### config.mk
export PLATFORM = sky130hd
export DESIGN_NAME = spi_frame_guard
export DESIGN_NICKNAME = d
export VERILOG_FILES = /design/src/rtl/spi_fic_pkg.sv /design/src/rtl/spi_fic_collect.sv /design/src/rtl/spi_fic_judge.sv /design/src/rtl/spi_fic_scratch.sv /design/src/rtl/spi_frame_guard.sv
export SDC_FILE = /design/constraint.sdc
export NUM_CORES = 1
export LEC_CHECK = 0
export ABC_AREA = 1
export BUFFER_PORTS_ARGS = -buffer_cell sky130_fd_sc_hd__buf_2
export CORE_MARGIN = 1.5
export CORE_UTILIZATION = 57
export DETAILED_ROUTE_END_ITERATION = 7
export GPL_TIMING_DRIVEN = 0
export PLACE_DENSITY = 0.78
export SLEW_MARGIN = 20
export SYNTH_ARGS = -nofsm -noshare
export SYNTH_HDL_FRONTEND = slang
export SYNTH_HIERARCHICAL = 1
export SYNTH_SLANG_ARGS = --single-unit
### constraint.sdc
create_clock -name clk -period 1.28 [get_ports clk]
set_input_delay 0.064 -clock clk [delete_from_list [all_inputs] [get_ports clk]]
set_output_delay 0.064 -clock clk [all_outputs]
set_load 0.05 [all_outputs]
### src/rtl/spi_fic_pkg.sv
package spi_fic_pkg;
  localparam int CRC_W = 8;

  function automatic logic [CRC_W-1:0] crc_step(input logic [CRC_W-1:0] crc,
                                                input logic             din,
                                                input logic [CRC_W-1:0] poly);
    logic fb;
    fb = crc[CRC_W-1] ^ din;
    return {crc[CRC_W-2:0], 1'b0} ^ (fb ? poly : '0);
  endfunction
endpackage

### src/rtl/spi_fic_collect.sv
module spi_fic_collect
  import spi_fic_pkg::*;
#(
  parameter int               FRAME_BITS = 24,
  parameter logic [CRC_W-1:0] CRC_POLY   = 8'h2F,
  parameter logic [CRC_W-1:0] CRC_INIT   = 8'hFF,
  localparam int              PAY_BITS   = FRAME_BITS - CRC_W,
  localparam int              CNT_W      = $clog2(FRAME_BITS + 2)
) (
  input  logic                  clk,
  input  logic                  rst,
  input  logic                  cs_n,
  input  logic                  bit_stb,
  input  logic                  bit_val,
  output logic [CNT_W-1:0]      bit_cnt,
  output logic [FRAME_BITS-1:0] shreg,
  output logic [CRC_W-1:0]      crc_acc
);
  localparam logic [CNT_W-1:0] CNT_SAT = CNT_W'(FRAME_BITS + 1);
  localparam logic [CNT_W-1:0] CNT_PAY = CNT_W'(PAY_BITS);

  always_ff @(posedge clk) begin
    if (rst || cs_n) begin
      bit_cnt <= '0;
      shreg   <= '0;
      crc_acc <= CRC_INIT;
    end else if (bit_stb) begin
      shreg <= {shreg[FRAME_BITS-2:0], bit_val};
      if (bit_cnt != CNT_SAT) bit_cnt <= bit_cnt + 1'b1;
      if (bit_cnt < CNT_PAY) crc_acc <= crc_step(crc_acc, bit_val, CRC_POLY);
    end
  end
endmodule

### src/rtl/spi_fic_judge.sv
module spi_fic_judge
  import spi_fic_pkg::*;
#(
  parameter int  ADDR_W     = 7,
  parameter int  DATA_W     = 8,
  localparam int FRAME_BITS = 1 + ADDR_W + DATA_W + CRC_W,
  localparam int CNT_W      = $clog2(FRAME_BITS + 2)
) (
  input  logic                  clk,
  input  logic                  rst,
  input  logic                  cs_n,
  input  logic                  clr_crc_err,
  input  logic                  clr_len_err,
  input  logic [CNT_W-1:0]      bit_cnt,
  input  logic [FRAME_BITS-1:0] shreg,
  input  logic [CRC_W-1:0]      crc_acc,
  output logic                  wr_commit,
  output logic [ADDR_W-1:0]     wr_addr,
  output logic [DATA_W-1:0]     wr_data,
  output logic                  crc_err,
  output logic                  len_err,
  output logic                  irq_n
);
  logic cs_d;
  logic frame_end, len_ok, crc_ok, is_write;
  logic crc_set, len_set, crc_nxt, len_nxt;

  always_comb begin
    frame_end = cs_n && !cs_d;
    len_ok    = (bit_cnt == CNT_W'(FRAME_BITS));
    crc_ok    = (crc_acc == shreg[CRC_W-1:0]);
    is_write  = shreg[FRAME_BITS-1];
    len_set   = frame_end && !len_ok;
    crc_set   = frame_end && len_ok && !crc_ok;
    crc_nxt   = crc_set || (crc_err && !clr_crc_err);
    len_nxt   = len_set || (len_err && !clr_len_err);
  end

  always_ff @(posedge clk) begin
    if (rst) begin
      cs_d      <= 1'b1;
      wr_commit <= 1'b0;
      wr_addr   <= '0;
      wr_data   <= '0;
      crc_err   <= 1'b0;
      len_err   <= 1'b0;
      irq_n     <= 1'b1;
    end else begin
      cs_d      <= cs_n;
      wr_commit <= frame_end && len_ok && crc_ok && is_write;
      if (frame_end) begin
        wr_addr <= shreg[FRAME_BITS-2 -: ADDR_W];
        wr_data <= shreg[CRC_W +: DATA_W];
      end
      crc_err <= crc_nxt;
      len_err <= len_nxt;
      irq_n   <= !(crc_nxt || len_nxt);
    end
  end
endmodule

### src/rtl/spi_fic_scratch.sv
module spi_fic_scratch #(
  parameter int              ADDR_W       = 7,
  parameter int              DATA_W       = 8,
  parameter logic [ADDR_W-1:0] SCRATCH_ADDR = 7'h0F
) (
  input  logic              clk,
  input  logic              rst,
  input  logic              wr_commit,
  input  logic [ADDR_W-1:0] wr_addr,
  input  logic [DATA_W-1:0] wr_data,
  output logic [DATA_W-1:0] scratch_q
);
  always_ff @(posedge clk) begin
    if (rst) scratch_q <= '0;
    else if (wr_commit && wr_addr == SCRATCH_ADDR) scratch_q <= wr_data;
  end
endmodule

### src/rtl/spi_frame_guard.sv
module spi_frame_guard
  import spi_fic_pkg::*;
#(
  parameter int                ADDR_W       = 7,
  parameter int                DATA_W       = 8,
  parameter logic [CRC_W-1:0]  CRC_POLY     = 8'h2F,
  parameter logic [CRC_W-1:0]  CRC_INIT     = 8'hFF,
  parameter logic [ADDR_W-1:0] SCRATCH_ADDR = 7'h0F
) (
  input  logic              clk,
  input  logic              rst,
  input  logic              cs_n,
  input  logic              bit_stb,
  input  logic              bit_val,
  input  logic              clr_crc_err,
  input  logic              clr_len_err,
  output logic              wr_commit,
  output logic [ADDR_W-1:0] wr_addr,
  output logic [DATA_W-1:0] wr_data,
  output logic              crc_err,
  output logic              len_err,
  output logic              irq_n,
  output logic [DATA_W-1:0] scratch_q
);
  localparam int FRAME_BITS = 1 + ADDR_W + DATA_W + CRC_W;
  localparam int CNT_W      = $clog2(FRAME_BITS + 2);

  logic [CNT_W-1:0]      bit_cnt;
  logic [FRAME_BITS-1:0] shreg;
  logic [CRC_W-1:0]      crc_acc;

  spi_fic_collect #(.FRAME_BITS(FRAME_BITS), .CRC_POLY(CRC_POLY), .CRC_INIT(CRC_INIT)) u_collect (
    .clk(clk), .rst(rst), .cs_n(cs_n), .bit_stb(bit_stb), .bit_val(bit_val),
    .bit_cnt(bit_cnt), .shreg(shreg), .crc_acc(crc_acc)
  );

  spi_fic_judge #(.ADDR_W(ADDR_W), .DATA_W(DATA_W)) u_judge (
    .clk(clk), .rst(rst), .cs_n(cs_n), .clr_crc_err(clr_crc_err), .clr_len_err(clr_len_err),
    .bit_cnt(bit_cnt), .shreg(shreg), .crc_acc(crc_acc),
    .wr_commit(wr_commit), .wr_addr(wr_addr), .wr_data(wr_data),
    .crc_err(crc_err), .len_err(len_err), .irq_n(irq_n)
  );

  spi_fic_scratch #(.ADDR_W(ADDR_W), .DATA_W(DATA_W), .SCRATCH_ADDR(SCRATCH_ADDR)) u_scratch (
    .clk(clk), .rst(rst), .wr_commit(wr_commit), .wr_addr(wr_addr), .wr_data(wr_data),
    .scratch_q(scratch_q)
  );
endmodule

Yosys cells after proc, flatten, opt, wreduce, memory -nomap -nowiden

Cells that the tools add are included.

Add/subtract/negate cells: 1
Muxes and demuxes: 1
Reduce and logical (&&, ||, !) cells: 21
Bitwise gates (word level): 2
Equality and inequality tests: 4
$lt $le $gt $ge: 1

Operators by type and width:

| cell                                              | count |
|---|---|
| logical AND 1 bit                                 | 9 |
| == test 8 bit                                     | 1 |
| XOR 8 bit                                         | 1 |
| == test 7 x 4 -> 1 bit, second input constant     | 1 |
| logical NOT 1 bit                                 | 6 |
| two-way mux 6 bit                                 | 1 |
| adder 5 x 1 -> 5 bit, second input constant       | 1 |
| == test 5 bit, second input constant              | 1 |
| less-than comparator 5 bit, second input constant | 1 |
| inequality test 5 bit, second input constant      | 1 |
| logical OR 1 bit                                  | 4 |
| AND reduction 2 bit                               | 2 |
| XOR 1 bit                                         | 1 |

Register bits: 65
Logic and storage cells: 41
Output and inout port bits: 27

Logic depth before layout (Yosys ltp)

Depth in word-level cells: 7
Mapped depth: 9
Gate-level depth less buffers: 9

Hierarchy

Netlist, hierarchy kept.

Modules (own cells, without submodules):

| module          | area an instance (um2) | instances | cells each | sequential area each (um2) |
|---|---|---|---|---|
| spi_fic_collect | 1519.0                 | 1         | 194        | 740.7 |
| spi_fic_judge   | 862.1                  | 1         | 123        | 400.4 |
| spi_fic_scratch | 454.2                  | 1         | 66         | 160.2 |

Least setup slack after synthesis

OpenSTA, ideal clock, no wires.

Path type: reg2reg
From: register u_judge.wr_addr[1]
To: register u_scratch.scratch_q[0]
Arrival: 1.219 ns
Path slack: -0.003 ns
Cell stages (with the launch flop): 7
Clock period less this slack: 1.283 ns
Setup time: 0.064 ns
Buffers on the path: 0
Path through: dfxtp_1 nand2_2 inv_2 nand2_4 nor2_8 nor2_1 nor2_1

Longest elaborated chain between the ends: 2

RTL lines:

| item                   | RTL line              | source |
|---|---|---|
| start, declared        | spi_fic_judge.sv:18   | `output logic [ADDR_W-1:0] wr_addr,` |
| start signal, assigned | spi_fic_judge.sv:52   | `wr_addr <= shreg[FRAME_BITS-2 -: ADDR_W];` |
| == test 7 x 4 -> 1 bit | spi_fic_scratch.sv:15 | `else if (wr_commit && wr_addr == SCRATCH_ADDR) scratch_q <= wr_data;` |
| logical AND 1 bit      | spi_fic_scratch.sv:15 |  |
| end signal, assigned   | spi_fic_scratch.sv:15 |  |
| end, declared          | spi_fic_scratch.sv:11 | `output logic [DATA_W-1:0] scratch_q` |

No other way between the ends.
A chain may end at the register's enable or synchronous reset.

Worst setup path after layout

From: register u_collect.bit_cnt[1]
To: register u_collect.bit_cnt[0]

Longest elaborated chain between the ends: 2

RTL lines:

| item                          | RTL line              | source |
|---|---|---|
| start, declared               | spi_fic_collect.sv:15 | `output logic [CNT_W-1:0] bit_cnt,` |
| start signal, assigned        | spi_fic_collect.sv:29 | `if (bit_cnt != CNT_SAT) bit_cnt <= bit_cnt + 1'b1;` |
| inequality test 5 bit         | spi_fic_collect.sv:29 |  |
| AND reduction 2 bit (no line) | -                     |  |

No other way between the ends.

==> results.toml <==
[global_routing]
antenna_found_initial = 0
grt_pass1_wl_um = 9410
grtUsageTotal = 0.226
grt_start_max_net_pins = 11
overflow = 0
grt_pass1_vias = 2160

[timing]
period_needed_ns = 1.18
final_max_slew_viol_count = 0
finalSetupViolations = 0
rsz0062_at_grt = "no"
setup_tns_ns = 0
slew_headroom = 0.720
tightest_slew_ns = 0.420
skew_ns = 0.00677
post-route-period-util = 0.923
hold_violations = 0
max_freq_ghz = 0.846
finalWorstSetupSlack_ns = 0.0984

[detailed_routing]
via_count = 2446
wl_met3_um = 206
dr_wl_met2_um = 2550
drtIter0Drc = 143
wire_per_inst_um = 11.1
drc = 0
top_layer_used = "met4"
wl_met1_um = 2740
wl_um = 5600
viasPerCell = 4.83
ant_nets = 0
dr.pass1.iters = 4

[clock_network]
h-tree-depth = 3
cts_root_buf = "clkbuf_8"
clk-insertion-delay-late_ns = 0.33
clkSinkCount = 65
clock_path_buffers = 2
numCtsBuffers = 9
cts_tree = "yes"
clkTransAtPathRegs_ns = 0.07

[floorplan]
die_area_um2 = 5410
die_w_um = 73.5
start_util = 0.596
rows = 25
coreArea_um2 = 4750
die_h_um = 73.5
ios = 34

[logic_synthesis]
yosysSeqAreaShare = 0.459
ys_warn_count = 6
synthArstFlopShare = 0
syn-mean-instance-area_um2 = 7.40
synth_flop_cell = "dfxtp_1"
synth_seq_cells = 65
syn_inst = 383
synth_edf_count = 0
synth_area_um2 = 2840
ys_types = 27
synth_nets = 392

[power]
ir_drop_uv = 675
p_leak_nw = 1.51
p_per_area_nw_per_um2 = 1210

[finish]
drive_above_1_share = 0.232
diodes = 0
area_delta_synth_final_pct = 17.4
fin_nets = 443
final_area_um2 = 3330
fillers = 396

[place]
dp_hpwl_um = 3840
place_ws_ns = 0.000366
place.port_buffers = 32
dpl_cell_area_um2 = 3080
gp_congestion = 0.745

[critical_path]
cp.arrival_ns = 1.41
path_max_fanout = 6
critPathKind = "reg -> reg"
slowest_stage = "dfxtp_2"
regToRegStartpoint = "u_collect/bit_cnt[1]$_SDFFE_PP0P_"
end_kind = "flop"
startpoint_type = "flop"
crit_start = "u_collect/bit_cnt[1]$_SDFFE_PP0P_"
cp.required_ns = 1.51
slowest_delay_ns = 0.38
path_cells = "inv_1, ha_1, nand2_2, nor2_2, nor2_4, nand2_1, nand2_1, nor2_1"
critPathMostFrequentCell = "nand2_1"

[min_path]
holdCritStartpoint = "bit_val"
holdCritPathClass = "in -> reg"

[run_status]
status = "finished, final reports clean"

[job]
drv_cap = 0
-- layout by cell type (no fill, tap or decap), drive strengths merged --
master / count
clkbuf: 15
nand3: 14
inv: 41
clkinv: 1
dlygate4sd3: 2
o21ai: 21
nand2: 116
ha: 2
o211ai: 1
a21oi: 32
nand4: 3
dfxtp: 65
a22oi: 1
xor2: 1
nor2: 71
xnor2: 3
buf: 49
clkinvlp: 1
-- critical path: cells and delay by family (launching register included) --
family,cells,cell delay (ns)
and+or+nand+nor,6,0.45
DFF,1,0.38
adders and majority gates,1,0.19
buffers and inverters,1,0.05
-- cell type report --
class	count	area, um2	share of cell area
flip-flops and latches	65	1310	0.392
multi-input cells	265	1290	0.388
repair buffers	40	225	0.0676
clock buffers	14	163	0.0489
inverters	41	161	0.0485
plain buffers	12	85.1	0.0256
well taps	67	83.8	0.0252
clock inverters	2	12.5	0.00376
-- through the flow --
step | util | hold slack (ns) | total power, W | instances
final | 0.700 | 0.0321 | 0.00404 | 506
after global routing | 0.700 | 0.0312 | 0.00420 | 506
after detailed placement | 0.648 | 0.325 | 0.00251 | 482
after global placement | 0.648 | 0.314 | 0.00250 | 482
after CTS | 0.689 | 0.0167 | 0.00405 | 500
after floorplan | - | 0.126 | 0.00242 | 383
-- sequential cells by signal, summed over array words and instances, names as in the netlist --
name / cells
u_judge/wr_data: 8
u_collect/crc_acc: 8
u_judge/len_err: 1
u_judge/irq_n: 1
u_collect/shreg: 24
u_collect/bit_cnt: 5
u_judge/cs_d: 1
u_scratch/scratch_q: 8
u_judge/wr_commit: 1
u_judge/crc_err: 1
u_judge/wr_addr: 7
-- cell families after synthesis --
logic type | synth area share
compound gates | 0.113
xor+xnor | 0.0124
fa+ha+maj | 0.00882
buf+inv | 0.0869
flops | 0.459
simple gates | 0.320
-- cells in the mapped netlist, types with 2 or more instances --
cell type / n / area share
nand2_1: 110 / 0.15
dfxtp_1: 65 / 0.46
nor2_1: 60 / 0.079
inv_1: 33 / 0.044
a21oi_1: 21 / 0.037
o21ai_0: 15 / 0.026
nand3_1: 14 / 0.025
a21oi_2: 11 / 0.034
inv_2: 7 / 0.0093
nor2_4: 7 / 0.028
o21ai_1: 6 / 0.011
buf_2: 4 / 0.0071
nand2_2: 4 / 0.0088
buf_4: 3 / 0.0079
buf_6: 3 / 0.012
nand4_1: 3 / 0.0066
xnor2_1: 3 / 0.0093
ha_1: 2 / 0.0088
nand2_4: 2 / 0.0079
nor2_2: 2 / 0.0044
nor2_8: 2 / 0.014
-- power by group --
part | switching (W) | internal (W) | total, W
Combinational | 0.000262 | 0.000115 | 0.000378
Clock | 0.000748 | 0.000809 | 0.00156
Sequential | 0.0000410 | 0.00207 | 0.00211
-- path summary, 6_finish.rpt --
| check | endpoint | slack (ns) | depth (start not counted) |
|---|---|---|---|
| worst max register to register | u_collect/bit_cnt[0]$_SDFFE_PP0P_ | 0.1 | 8 |
| worst min register to register | u_judge/wr_commit$_SDFF_PP0_ | 0.48 | 2 |
| worst min-delay path | u_collect/shreg[0]$_SDFFE_PP0P_ | 0.03 | 3 |
| worst max-delay path | u_collect/bit_cnt[0]$_SDFFE_PP0P_ | 0.1 | 8 |
-- timing repair --
action,4_1_cts,5_1_grt
resized for setup,1,4
pin swaps,0,2
setup buffers,0,6
hold buffers,2,0
hold endpoints to repair,3,0
endpoints found under the setup margin,3,28
-- metal layers --
metal / track usage / up-vias
met5: 0 / -
met4: 0.0947 / 0
met3: 0.0576 / 11
met2: 0.360 / 41
met1: 0.290 / 1101
li1: - / 1293
Note: power is estimated with default switching activity, not from simulation.
